File: config.mk
export PLATFORM = sky130hd
export DESIGN_NAME = amr_exec
export DESIGN_NICKNAME = d
export VERILOG_FILES = /design/src/rtl/amr_pkg.sv /design/src/rtl/amr_rstsync.sv /design/src/rtl/amr_ctrl.sv /design/src/rtl/amr_regfile.sv /design/src/rtl/amr_retstack.sv /design/src/rtl/amr_exec.sv
export SDC_FILE = /design/constraint.sdc
export NUM_CORES = 1
export LEC_CHECK = 0
export CAP_MARGIN = 15
export CELL_PAD_IN_SITES_DETAIL_PLACEMENT = 2
export CELL_PAD_IN_SITES_GLOBAL_PLACEMENT = 2
export CORE_MARGIN = 2
export CORE_UTILIZATION = 35
export CTS_CLUSTER_DIAMETER = 50
export DETAILED_ROUTE_END_ITERATION = 10
export PLACE_DENSITY_LB_ADDON = 0.08
export SKIP_LAST_GASP = 1
export SLEW_MARGIN = 30
export SYNTH_ARGS = -nofsm -noshare
export SYNTH_HDL_FRONTEND = slang
export SYNTH_SLANG_ARGS = --single-unit
File: constraint.sdc
create_clock -name clk -period 1.1 [get_ports clk]
set_input_delay 0.165 -clock clk [delete_from_list [all_inputs] [get_ports clk]]
set_output_delay 0.165 -clock clk [all_outputs]
set_load 0.05 [all_outputs]
File: src/rtl/amr_pkg.sv
package amr_pkg;
  localparam int unsigned DATA_W = 8;

  localparam logic [2:0] OPC_NOP   = 3'd0;
  localparam logic [2:0] OPC_STORE = 3'd1;
  localparam logic [2:0] OPC_LDI   = 3'd2;
  localparam logic [2:0] OPC_MOVE  = 3'd3;
  localparam logic [2:0] OPC_OPTLD = 3'd4;
  localparam logic [2:0] OPC_RET   = 3'd5;

  typedef enum logic {
    ST_IDLE = 1'b0,
    ST_RET  = 1'b1
  } amr_state_e;
endpackage

File: src/rtl/amr_rstsync.sv
module amr_rstsync #(
  parameter int unsigned STAGES = 2
) (
  input  logic clk,
  input  logic rst_n,
  output logic rst_n_sync
);
  logic [STAGES-1:0] chain_q;

  always_ff @(posedge clk or negedge rst_n) begin
    if (!rst_n) chain_q <= '0;
    else        chain_q <= {chain_q[STAGES-2:0], 1'b1};
  end

  assign rst_n_sync = chain_q[STAGES-1];
endmodule

File: src/rtl/amr_ctrl.sv
module amr_ctrl
  import amr_pkg::*;
(
  input  logic       clk,
  input  logic       rst_n,
  input  logic       op_valid,
  input  logic [2:0] op_code,
  output logic       ready,
  output logic       do_store,
  output logic       do_ldi,
  output logic       do_move,
  output logic       do_optld,
  output logic       do_adv,
  output logic       do_pop
);
  amr_state_e state_q, state_d;
  logic       accept;

  assign ready  = (state_q == ST_IDLE);
  assign accept = op_valid & ready;

  always_comb begin
    state_d = state_q;
    case (state_q)
      ST_IDLE: if (accept && op_code == OPC_RET) state_d = ST_RET;
      ST_RET:  state_d = ST_IDLE;
      default: state_d = ST_IDLE;
    endcase
  end

  always_ff @(posedge clk or negedge rst_n) begin
    if (!rst_n) state_q <= ST_IDLE;
    else        state_q <= state_d;
  end

  always_comb begin
    do_store = accept && (op_code == OPC_STORE);
    do_ldi   = accept && (op_code == OPC_LDI);
    do_move  = accept && (op_code == OPC_MOVE);
    do_optld = accept && (op_code == OPC_OPTLD);
    do_adv   = accept && (op_code != OPC_RET);
    do_pop   = (state_q == ST_RET);
  end

  // busy lasts a single cycle
  p_busy_one_cycle_r8: assert property (@(posedge clk) disable iff (!rst_n)
    !ready |=> ready);
  // an accepted return always makes the next cycle busy
  p_ret_goes_busy_r8: assert property (@(posedge clk) disable iff (!rst_n)
    (op_valid && ready && op_code == OPC_RET) |=> !ready);
endmodule

File: src/rtl/amr_regfile.sv
module amr_regfile #(
  parameter int unsigned ADDR_W = 6,
  parameter int unsigned WORD_W = 8
) (
  input  logic              clk,
  input  logic              rst_n,
  input  logic              we,
  input  logic [ADDR_W-1:0] addr,
  input  logic [WORD_W-1:0] wdata,
  output logic [WORD_W-1:0] rdata
);
  localparam int unsigned ENTRIES = 1 << ADDR_W;

  logic [WORD_W-1:0] mem_q [ENTRIES];

  always_ff @(posedge clk) begin
    if (we) mem_q[addr] <= wdata;
  end

  assign rdata = mem_q[addr];

  // a write is visible at the written address one cycle later
  p_write_lands_r1: assert property (@(posedge clk) disable iff (!rst_n)
    we |=> (mem_q[$past(addr)] == $past(wdata)));
endmodule

File: src/rtl/amr_retstack.sv
module amr_retstack #(
  parameter int unsigned DEPTH  = 4,
  parameter int unsigned ADDR_W = 10
) (
  input  logic              clk,
  input  logic              rst_n,
  input  logic              push,
  input  logic [ADDR_W-1:0] push_data,
  input  logic              pop,
  output logic [ADDR_W-1:0] top_data,
  output logic              underflow
);
  localparam int unsigned SP_W  = (DEPTH > 1) ? $clog2(DEPTH) : 1;
  localparam int unsigned LVL_W = SP_W + 1;
  localparam logic [LVL_W-1:0] LVL_FULL = LVL_W'(DEPTH);

  logic [ADDR_W-1:0] slot_q [DEPTH];
  logic [SP_W-1:0]   sp_q, sp_d, top_idx;
  logic [LVL_W-1:0]  lvl_q, lvl_d;
  logic              uf_q, uf_d;
  logic              wr_en;

  assign top_idx  = sp_q - 1'b1;
  assign top_data = slot_q[top_idx];
  assign wr_en    = push & ~pop;

  always_comb begin
    sp_d  = sp_q;
    lvl_d = lvl_q;
    uf_d  = uf_q;
    if (pop) begin
      sp_d = top_idx;
      if (lvl_q == '0) uf_d  = 1'b1;
      else             lvl_d = lvl_q - 1'b1;
    end else if (push) begin
      sp_d = sp_q + 1'b1;
      if (lvl_q != LVL_FULL) lvl_d = lvl_q + 1'b1;
    end
  end

  always_ff @(posedge clk or negedge rst_n) begin
    if (!rst_n) begin
      sp_q  <= '0;
      lvl_q <= '0;
      uf_q  <= 1'b0;
    end else begin
      sp_q  <= sp_d;
      lvl_q <= lvl_d;
      uf_q  <= uf_d;
    end
  end

  always_ff @(posedge clk) begin
    if (wr_en) slot_q[sp_q] <= push_data;
  end

  assign underflow = uf_q;

  // underflow is sticky
  p_uflow_sticky_r10: assert property (@(posedge clk) disable iff (!rst_n)
    underflow |=> underflow);
  // popping an empty stack raises underflow
  p_uflow_on_empty_r10: assert property (@(posedge clk) disable iff (!rst_n)
    (pop && lvl_q == '0) |=> underflow);
  // level never exceeds the depth
  p_level_bound_r9: assert property (@(posedge clk) disable iff (!rst_n)
    lvl_q <= LVL_FULL);
endmodule

File: src/rtl/amr_exec.sv
module amr_exec
  import amr_pkg::*;
#(
  parameter int unsigned PC_W      = 10,
  parameter int unsigned RF_ADDR_W = 6,
  parameter int unsigned STK_DEPTH = 4
) (
  input  logic                 clk,
  input  logic                 rst_n,
  input  logic                 op_valid,
  input  logic [2:0]           op_code,
  input  logic [RF_ADDR_W-1:0] reg_addr,
  input  logic [DATA_W-1:0]    imm,
  input  logic                 dest_sel,
  input  logic                 push_valid,
  input  logic [PC_W-1:0]      push_addr,
  output logic                 ready,
  output logic [DATA_W-1:0]    acc,
  output logic [DATA_W-1:0]    option,
  output logic                 zero_flag,
  output logic                 gie,
  output logic [PC_W-1:0]      pc,
  output logic                 stk_underflow
);
  logic rst_n_s;
  logic do_store, do_ldi, do_move, do_optld, do_adv, do_pop;
  logic rf_we;
  logic [DATA_W-1:0] rf_wdata, rf_rdata;
  logic [PC_W-1:0]   stk_top;
  logic              stk_push;

  logic [DATA_W-1:0] acc_q, acc_d, opt_q, opt_d;
  logic              z_q, z_d, gie_q, gie_d;
  logic [PC_W-1:0]   pc_q, pc_d;
  logic              acc_en, opt_en, z_en, gie_en, pc_en;

  amr_rstsync #(.STAGES(2)) u_rst (
    .clk(clk), .rst_n(rst_n), .rst_n_sync(rst_n_s)
  );

  amr_ctrl u_ctrl (
    .clk(clk), .rst_n(rst_n_s), .op_valid(op_valid), .op_code(op_code),
    .ready(ready), .do_store(do_store), .do_ldi(do_ldi), .do_move(do_move),
    .do_optld(do_optld), .do_adv(do_adv), .do_pop(do_pop)
  );

  assign rf_we    = do_store | (do_move & dest_sel);
  assign rf_wdata = do_store ? acc_q : rf_rdata;

  amr_regfile #(.ADDR_W(RF_ADDR_W), .WORD_W(DATA_W)) u_rf (
    .clk(clk), .rst_n(rst_n_s), .we(rf_we), .addr(reg_addr),
    .wdata(rf_wdata), .rdata(rf_rdata)
  );

  assign stk_push = push_valid & ready;

  amr_retstack #(.DEPTH(STK_DEPTH), .ADDR_W(PC_W)) u_stk (
    .clk(clk), .rst_n(rst_n_s), .push(stk_push), .push_data(push_addr),
    .pop(do_pop), .top_data(stk_top), .underflow(stk_underflow)
  );

  // next-state logic with explicit enables
  always_comb begin
    acc_en = do_ldi | (do_move & ~dest_sel);
    acc_d  = do_ldi ? imm : rf_rdata;
    opt_en = do_optld;
    opt_d  = acc_q;
    z_en   = do_move;
    z_d    = (rf_rdata == '0);
    gie_en = do_pop;
    gie_d  = 1'b1;
    pc_en  = do_adv | do_pop;
    pc_d   = do_pop ? stk_top : pc_q + 1'b1;
  end

  always_ff @(posedge clk or negedge rst_n_s) begin
    if (!rst_n_s) begin
      acc_q <= '0;
      opt_q <= '0;
      z_q   <= 1'b0;
      gie_q <= 1'b0;
      pc_q  <= '0;
    end else begin
      if (acc_en) acc_q <= acc_d;
      if (opt_en) opt_q <= opt_d;
      if (z_en)   z_q   <= z_d;
      if (gie_en) gie_q <= gie_d;
      if (pc_en)  pc_q  <= pc_d;
    end
  end

  assign acc       = acc_q;
  assign option    = opt_q;
  assign zero_flag = z_q;
  assign gie       = gie_q;
  assign pc        = pc_q;

  // accepted non-return operations step the program counter
  p_pc_step_r7: assert property (@(posedge clk) disable iff (!rst_n_s)
    (op_valid && ready && op_code != OPC_RET) |=> (pc == $past(pc) + 1'b1));
  // constant load lands in the accumulator
  p_ldi_value_r2: assert property (@(posedge clk) disable iff (!rst_n_s)
    (op_valid && ready && op_code == OPC_LDI) |=> (acc == $past(imm)));
  // only a register move may change the zero flag
  p_zero_hold_r4: assert property (@(posedge clk) disable iff (!rst_n_s)
    !(op_valid && ready && op_code == OPC_MOVE) |=> $stable(zero_flag));
  // option load copies the accumulator
  p_opt_copy_r6: assert property (@(posedge clk) disable iff (!rst_n_s)
    (op_valid && ready && op_code == OPC_OPTLD) |=> (option == $past(acc)));
  // interrupts are enabled when the return completes
  p_gie_on_return_r8: assert property (@(posedge clk) disable iff (!rst_n_s)
    !ready |=> gie);
  // program counter is frozen while busy is being entered
  p_pc_hold_busy_r8: assert property (@(posedge clk) disable iff (!rst_n_s)
    (op_valid && ready && op_code == OPC_RET) |=> $stable(pc));
endmodule

==> results.cfg, run 1 <==
[job]
cap_violations = 0

[sta]
period_share_pct = 250.5
fin_skew_ps = 20.52
rsz0062_at_grt = yes
worst_slack_ps = -1655
setup_viol = 1126
drv_slew = 0
hold_viol_final = 0
worstMarginPinSlew_ps = 870.8
max_freq_mhz = 363.0
fin_crit_ps = 2755
relSlewSlack_pct = 41.82

[worst_setup_path]
crit_end = u_rf.mem_q[32][6]$_DFFE_PP_
critPathMaxStageDelay_ps = 540
startpoint_type = flop
critPathSlowestCell = or4_4
regToRegEndpoint = u_rf.mem_q[32][6]$_DFFE_PP_
worstPathArrival_ps = 3070
worstSetupStartpoint = u_rf.mem_q[31][6]$_DFFE_PP_
end_kind = flop
r2r_start = u_rf.mem_q[31][6]$_DFFE_PP_
path_cells = mux4_2 -> a21oi_2 -> buf_4 -> o2bb2ai_1 -> or4_4 -> mux2_4 -> buf_12
cp_max_fo = 40
cp.required_ps = 1420
r2r_slack_ps = -1660
worstSetupPathType = reg -> reg
reg2reg_depth = 7

[cts]
clkSinkCount = 589
cts_tree = yes
path_clk_slew_ps = 60
cts_max_level = 3
cts.path.max_buffers = 3
cts.root.buffer_cell = clkbuf_16
cts_made_buffers = 77
clk_latency_ps = 620

[floorplan]
core_area_um2 = 67040
die_h_um = 264.0
fp.dieW_um = 264.0
die-area_um2 = 69710
fp-row-count = 95
initial_utilization_pct = 35.30
io_pins = 62

[placed_design]
dp_hpwl_mm = 59.65
portBuffers = 61
dp_cells = 2660
gp_congestion = 0.8549

[logic_synthesis]
ys_ff_latch = 589
yosys_warnings = 0
syn_nets = 1429
netlist_top_cells_area = edfxtp_1 70%, mux4_2 4.9%, dfrtp_1 3.9%, mux2i_1 3.8%, mux2_2 2.0%
syn_avg_cell_area_um2 = 17.01
synth_cell_type_count = 73
async_flop_share_pct = 6.282
synth_edf_count = 552
synth_common_cells = 552 x edfxtp_1, 102 x nor2_1, 89 x mux2i_1
yosysTopAreaCellShare_pct = 70.05
synth.most_common_cell = edfxtp_1
synth_area_um2 = 23660
ys_seq_area_share_pct = 73.96
syn_inst = 1391
synth_area_leader_cell = edfxtp_1
synthFlopType = edfxtp_1

[final_layout]
layout.nets = 1952
utilization_pct = 48.98
area_growth_pct = 38.77
seq_area_um2 = 17500
drive_gt1_share_pct = 40.18
multi_input_area_um2 = 6155
stdcell_count = 2845
n_fill_cell = 6197

[detailed_routing]
drtIter0Drc = 1391
drt-pass1-iter-count = 6
wire_per_inst_um = 31.73
drc = 0
postRouteAntennaNets = 0
routed_wl_mm = 90.27
via_count = 15830
vias_per_cell = 5.563

[global_route]
antenna_found_initial = 2
grt_max_degree = 41
grt_overflow = 0
track_usage_pct = 25.85
grt_first_pass_wirelength_mm = 127.9
grt_pass1_vias = 16870

[power]
powerDensity_nw_per_um2 = 1956
power_uw = 64230
p_leak_uw = 0.01184
vdd_drop_max_uv = 1102

[status]
violations = setup timing
outcome = finished with violations

[hold_path]
hold_path.class = in -> reg
==> registers in the layout, indices dropped and copies added (netlist names) <==
register and count:
u_rst.chain_q 2, u_stk.underflow 1, u_stk.sp_q 2, u_ctrl.do_pop 1, pc 10, option 8, u_stk.lvl_q 3, u_stk.slot_q 40
acc 8, gie 1, u_rf.mem_q 512, zero_flag 1
==> critical path, delay by kind of cell (launching register included) <==
family	cells	cell delay [ps]
flip-flops	1	380
multiplexers	2	830
buffers and inverters	2	340
AND/OR/NAND/NOR	1	540
AO/OA/AOI/OAI	2	310
==> kinds of logic after synthesis <==
group,after synthesis,share of synthesized area [%]
flops,589,73.96
simple gates,265,5.282
compound gates,236,6.837
mux,191,11.16
buf+inv,93,2.030
xor+xnor,10,0.3701
fa+ha+maj,6,0.3490
other cells,1,0.01585
==> how the worst min path moves through the flow <==
stage | from | to | slack (ps) | depth (start not counted)
after floorplan | rst_n | u_rst.chain_q[0]$_DFF_PN0_ | -130 | 0
after global placement | u_rst.chain_q[1]$_DFF_PN0_ | option[7]$_DFFE_PN0P_ | 240 | 1
after detailed placement | u_rst.chain_q[1]$_DFF_PN0_ | option[7]$_DFFE_PN0P_ | 240 | 1
after CTS | imm[1] | acc[1]$_DFFE_PN0P_ | 150 | 3
after global routing | push_addr[8] | u_stk.slot_q[2][8]$_DFFE_PP_ | 200 | 1
final | imm[1] | acc[1]$_DFFE_PN0P_ | 180 | 3
==> metal layers <==
metal	vias up	part of all wire (%)	GRT usage [%]
met1	8511	44	35.31
met3	150	5.1	4.055
met2	528	48	42.40
met4	0	3.1	8.338
met5	-	0	0
li1	6639	-	-
==> layout by cell type (no fill, tap or decap), types with 7 or more instances in the layout <==
cell             count
a21oi_1             27
a21oi_2             10
a221oi_1            14
a221oi_2            15
a22oi_1             31
a31oi_1              8
and2_1               8
buf_12              84
buf_16              20
buf_4              379
clkbuf_1            15
clkbuf_16           84
clkdlybuf4s50_1     28
clkinv_1             7
clkinv_2             9
clkinv_4             7
dfrtp_1             36
edfxtp_1           552
inv_1               12
mux2_2              35
mux2_4              11
mux2i_1             84
mux4_2              52
nand2_1             55
nand3_1             20
nor2_1              97
nor2b_1              7
nor3_1              28
o21ai_0             36
o21ai_1             17
o22ai_1             16
==> final cells by class <==
cell class	instances	area share, %
clock buffer	96	6.344
timing repair buffer	523	16.87
inverter	14	0.1715
clock inverter	40	1.238
tap	873	3.326
sequential	589	53.30
antenna	1	0.007621
multi-input combinational	709	18.74
==> power breakdown <==
group	switching [µW]	leakage [µW]	internal [µW]
sequential	517	0.00541	26000
clock	9950	0.00121	14900
combinational	6680	0.00522	6200
total	17100	0.0118	47100
==> what timing repair did <==
action,in CTS,in global routing
gates resized for setup,84,41
endpoints found under the setup margin,1126,1128
endpoints found under the hold margin,2,0
pin swaps,10,9
hold buffers,1,0
cloned,22,4
setup buffers,22,9
==> stage by stage <==
stage | hold WS, ps | worst slack (ps) | instance area (µm²) | TNS, ps
2_1_floorplan | -130.6 | -1556 | 23820 | -1404070
3_3_place_gp | 236.4 | -2089 | 28970 | -1784940
3_5_place_dp | 240.3 | -2051 | 28970 | -1793700
4_1_cts | 145.3 | -1598 | 32650 | -1409390
5_1_grt | 199.8 | -1668 | 32840 | -1475300
6_report | 179.5 | -1655 | 32840 | -1401760
Note: power is estimated with default switching activity, not from simulation.
==> inputs of run 2 (changes only) <==
Settings changed: REMOVE_ABC_BUFFERS set to 1.
==> run 2 against run 1 <==
  * The flow still finishes with violations (setup timing)
  * Core utilization rose by 2.8 points
  * Clock power fell by 2%
  * Flip-flop and latch count did not move
  * Setup slack got worse by 97 ps
  * Die area did not move
  * Count of clock-buffer cells in the layout fell by 5
  * Design area rose by 5.7%
  * Worst hold slack got worse by 5.4 ps
  * Critical endpoint is now u_rf.mem_q[33][6]$_DFFE_PP_
==> results.cfg, run 2 (synthesis gave the netlist of run 1 again) <==
[sta]
fin_crit_ps = 2852
setup-tns-final_ps = -1386820
period_share_pct = 259.3
rsz0062_at_grt = yes
max_freq_mhz = 350.7
relSlewSlack_pct = 50.83
worst_slack_ps = -1752
fin_skew_ps = 41.38
setup_viol = 1127
hold_viol_final = 0
whs_ps = 174.1
worstMarginPinSlew_ps = 734.8
drv_slew = 0

[power]
p_sw_uw = 17950
pwr-share-seq_pct = 40.7
combPwrFrac_pct = 21.7
internal_power_uw = 47080
vdd_drop_max_uv = 969.2
clock_power_share_pct = 37.6
p_leak_uw = 0.01245
powerDensity_nw_per_um2 = 1873
p_sw_share_pct = 27.60
power_uw = 65040

[global_route]
grt_pass1_vias = 16940
antenna_found_initial = 3
grt_overflow = 0
grt_first_pass_wirelength_mm = 127.0
track_usage_pct = 25.49
grt_max_degree = 49

[detailed_routing]
drt-pass1-iter-count = 6
top_layer = met4
vias_per_cell = 5.750
drtIter0Drc = 1721
drc = 0
wl_met2_mm = 47.86
postRouteAntennaNets = 0
routed_wl_mm = 99.10
wire_per_inst_um = 34.52
wl_met1_mm = 40.72
met3_length_mm = 6.341
via_count = 16510

[cts]
cts.root.buffer_cell = clkbuf_16
cts_max_level = 3
cts.path.max_buffers = 3
path_clk_slew_ps = 60
clkSinkCount = 589
cts_tree = yes
clk_latency_ps = 640
cts_made_buffers = 76

[floorplan]
die-area_um2 = 69710
fp-row-count = 95
die_h_um = 264.0
io_pins = 62
initial_utilization_pct = 35.30
fp.dieW_um = 264.0
core_area_um2 = 67040

[status]
outcome = finished with violations
violations = setup timing

[worst_setup_path]
cp_max_fo = 24
worstPathArrival_ps = 3190
end_kind = flop
startpoint_type = flop
worstSetupPathType = reg -> reg
cp.required_ps = 1430

[placed_design]
gp_congestion = 0.8769
portBuffers = 61
dp_hpwl_mm = 58.98

[job]
cap_violations = 0

[final_layout]
antennaDiodeCount = 0
area_growth_pct = 46.75
regMostFlops = u_rf.mem_q
final_cell_mix = 552 x edfxtp_1, 279 x buf_4, 99 x clkbuf_16
largest_reg_flops = 512
final_common_cell = edfxtp_1
layout.nets = 1978
drive_gt1_share_pct = 45.65

[hold_path]
hold_path.class = in -> reg
## run 2: cell types whose count changed in the layout (fill, tap and decap cells not counted), sizes merged
cell	delta
diode	-1
inv	+1
clkdlybuf4s50	-2
bufinv	-1
clkinvlp	+1
buf	+9
dlygate4sd2	+2
clkbuf	+11
clkinv	+4
mux2	+2
## run 2: layout make-up
class | count | area [µm²]
Inverter | 14 | 52.55
Tap cell | 873 | 1092
Clock inverter | 45 | 399.1
Fill cell | 5931 | 32310
Timing Repair Buffer | 548 | 6678
Clock buffer | 91 | 2022
Multi-Input combinational cell | 711 | 6979
Sequential cell | 589 | 17500
## run 2: critical path: stages, from the launching register on
cell	delay, ps
edfxtp_1	390
mux2_4	290
a221o_1	370
a22oi_2	240
o22ai_1	160
or4_4	570
mux2_4	350
buf_12	180
## run 2: worst paths after layout
| check | startpoint | to | slack [ps] | depth (start not counted) |
|---|---|---|---|---|
| min | imm[3] | acc[3]$_DFFE_PN0P_ | 170 | 3 |
| max reg2reg | u_rf.mem_q[9][6]$_DFFE_PP_ | u_rf.mem_q[33][6]$_DFFE_PP_ | -1750 | 7 |
| max in group asynchronous | u_rst.chain_q[1]$_DFF_PN0_ | option[7]$_DFFE_PN0P_ | 650 | 1 |
| max | u_rf.mem_q[9][6]$_DFFE_PP_ | u_rf.mem_q[33][6]$_DFFE_PP_ | -1750 | 7 |
| min in group asynchronous | u_rst.chain_q[1]$_DFF_PN0_ | acc[0]$_DFFE_PN0P_ | 230 | 1 |
| min reg2reg | u_rst.chain_q[1]$_DFF_PN0_ | acc[0]$_DFFE_PN0P_ | 230 | 1 |
## run 2: power groups by stage
stage          combinational [µW]  clock, µW  sequential (µW)
6_report                    14100      24400            26500
5_1_grt                     14700      25600            26600
4_1_cts                     12500      24700            26500
3_5_place_dp                11000          0            26900
3_3_place_gp                10700          0            26900
2_1_floorplan                2980          0            28300
## run 2: timing repair
action	in CTS	in global routing
setup endpoints to repair	1124	1127
hold endpoints to repair	2	0
resized for setup	94	413
hold buffers	1	0
setup buffers	27	23
gates cloned	21	33
pin swaps	19	56
## run 2: metrics by stage
stage	util, %	worst slack (ps)	cell area [µm²]	cells
2_1_floorplan	-	-3720	23240	1312
4_1_cts	48.37	-1636	32430	2829
5_1_grt	51.80	-1761	34730	2871
3_3_place_gp	42.90	-2568	28760	2648
3_5_place_dp	42.90	-2590	28760	2648
6_report	51.80	-1752	34730	2871
## run 2: layer usage
| layer | track usage (%) | vias to the layer above |
|---|---|---|
| met5 | 0 | - |
| met4 | 7.371 | 0 |
| met3 | 3.840 | 209 |
| met2 | 42.20 | 725 |
| met1 | 34.93 | 8857 |
| li1 | - | 6717 |
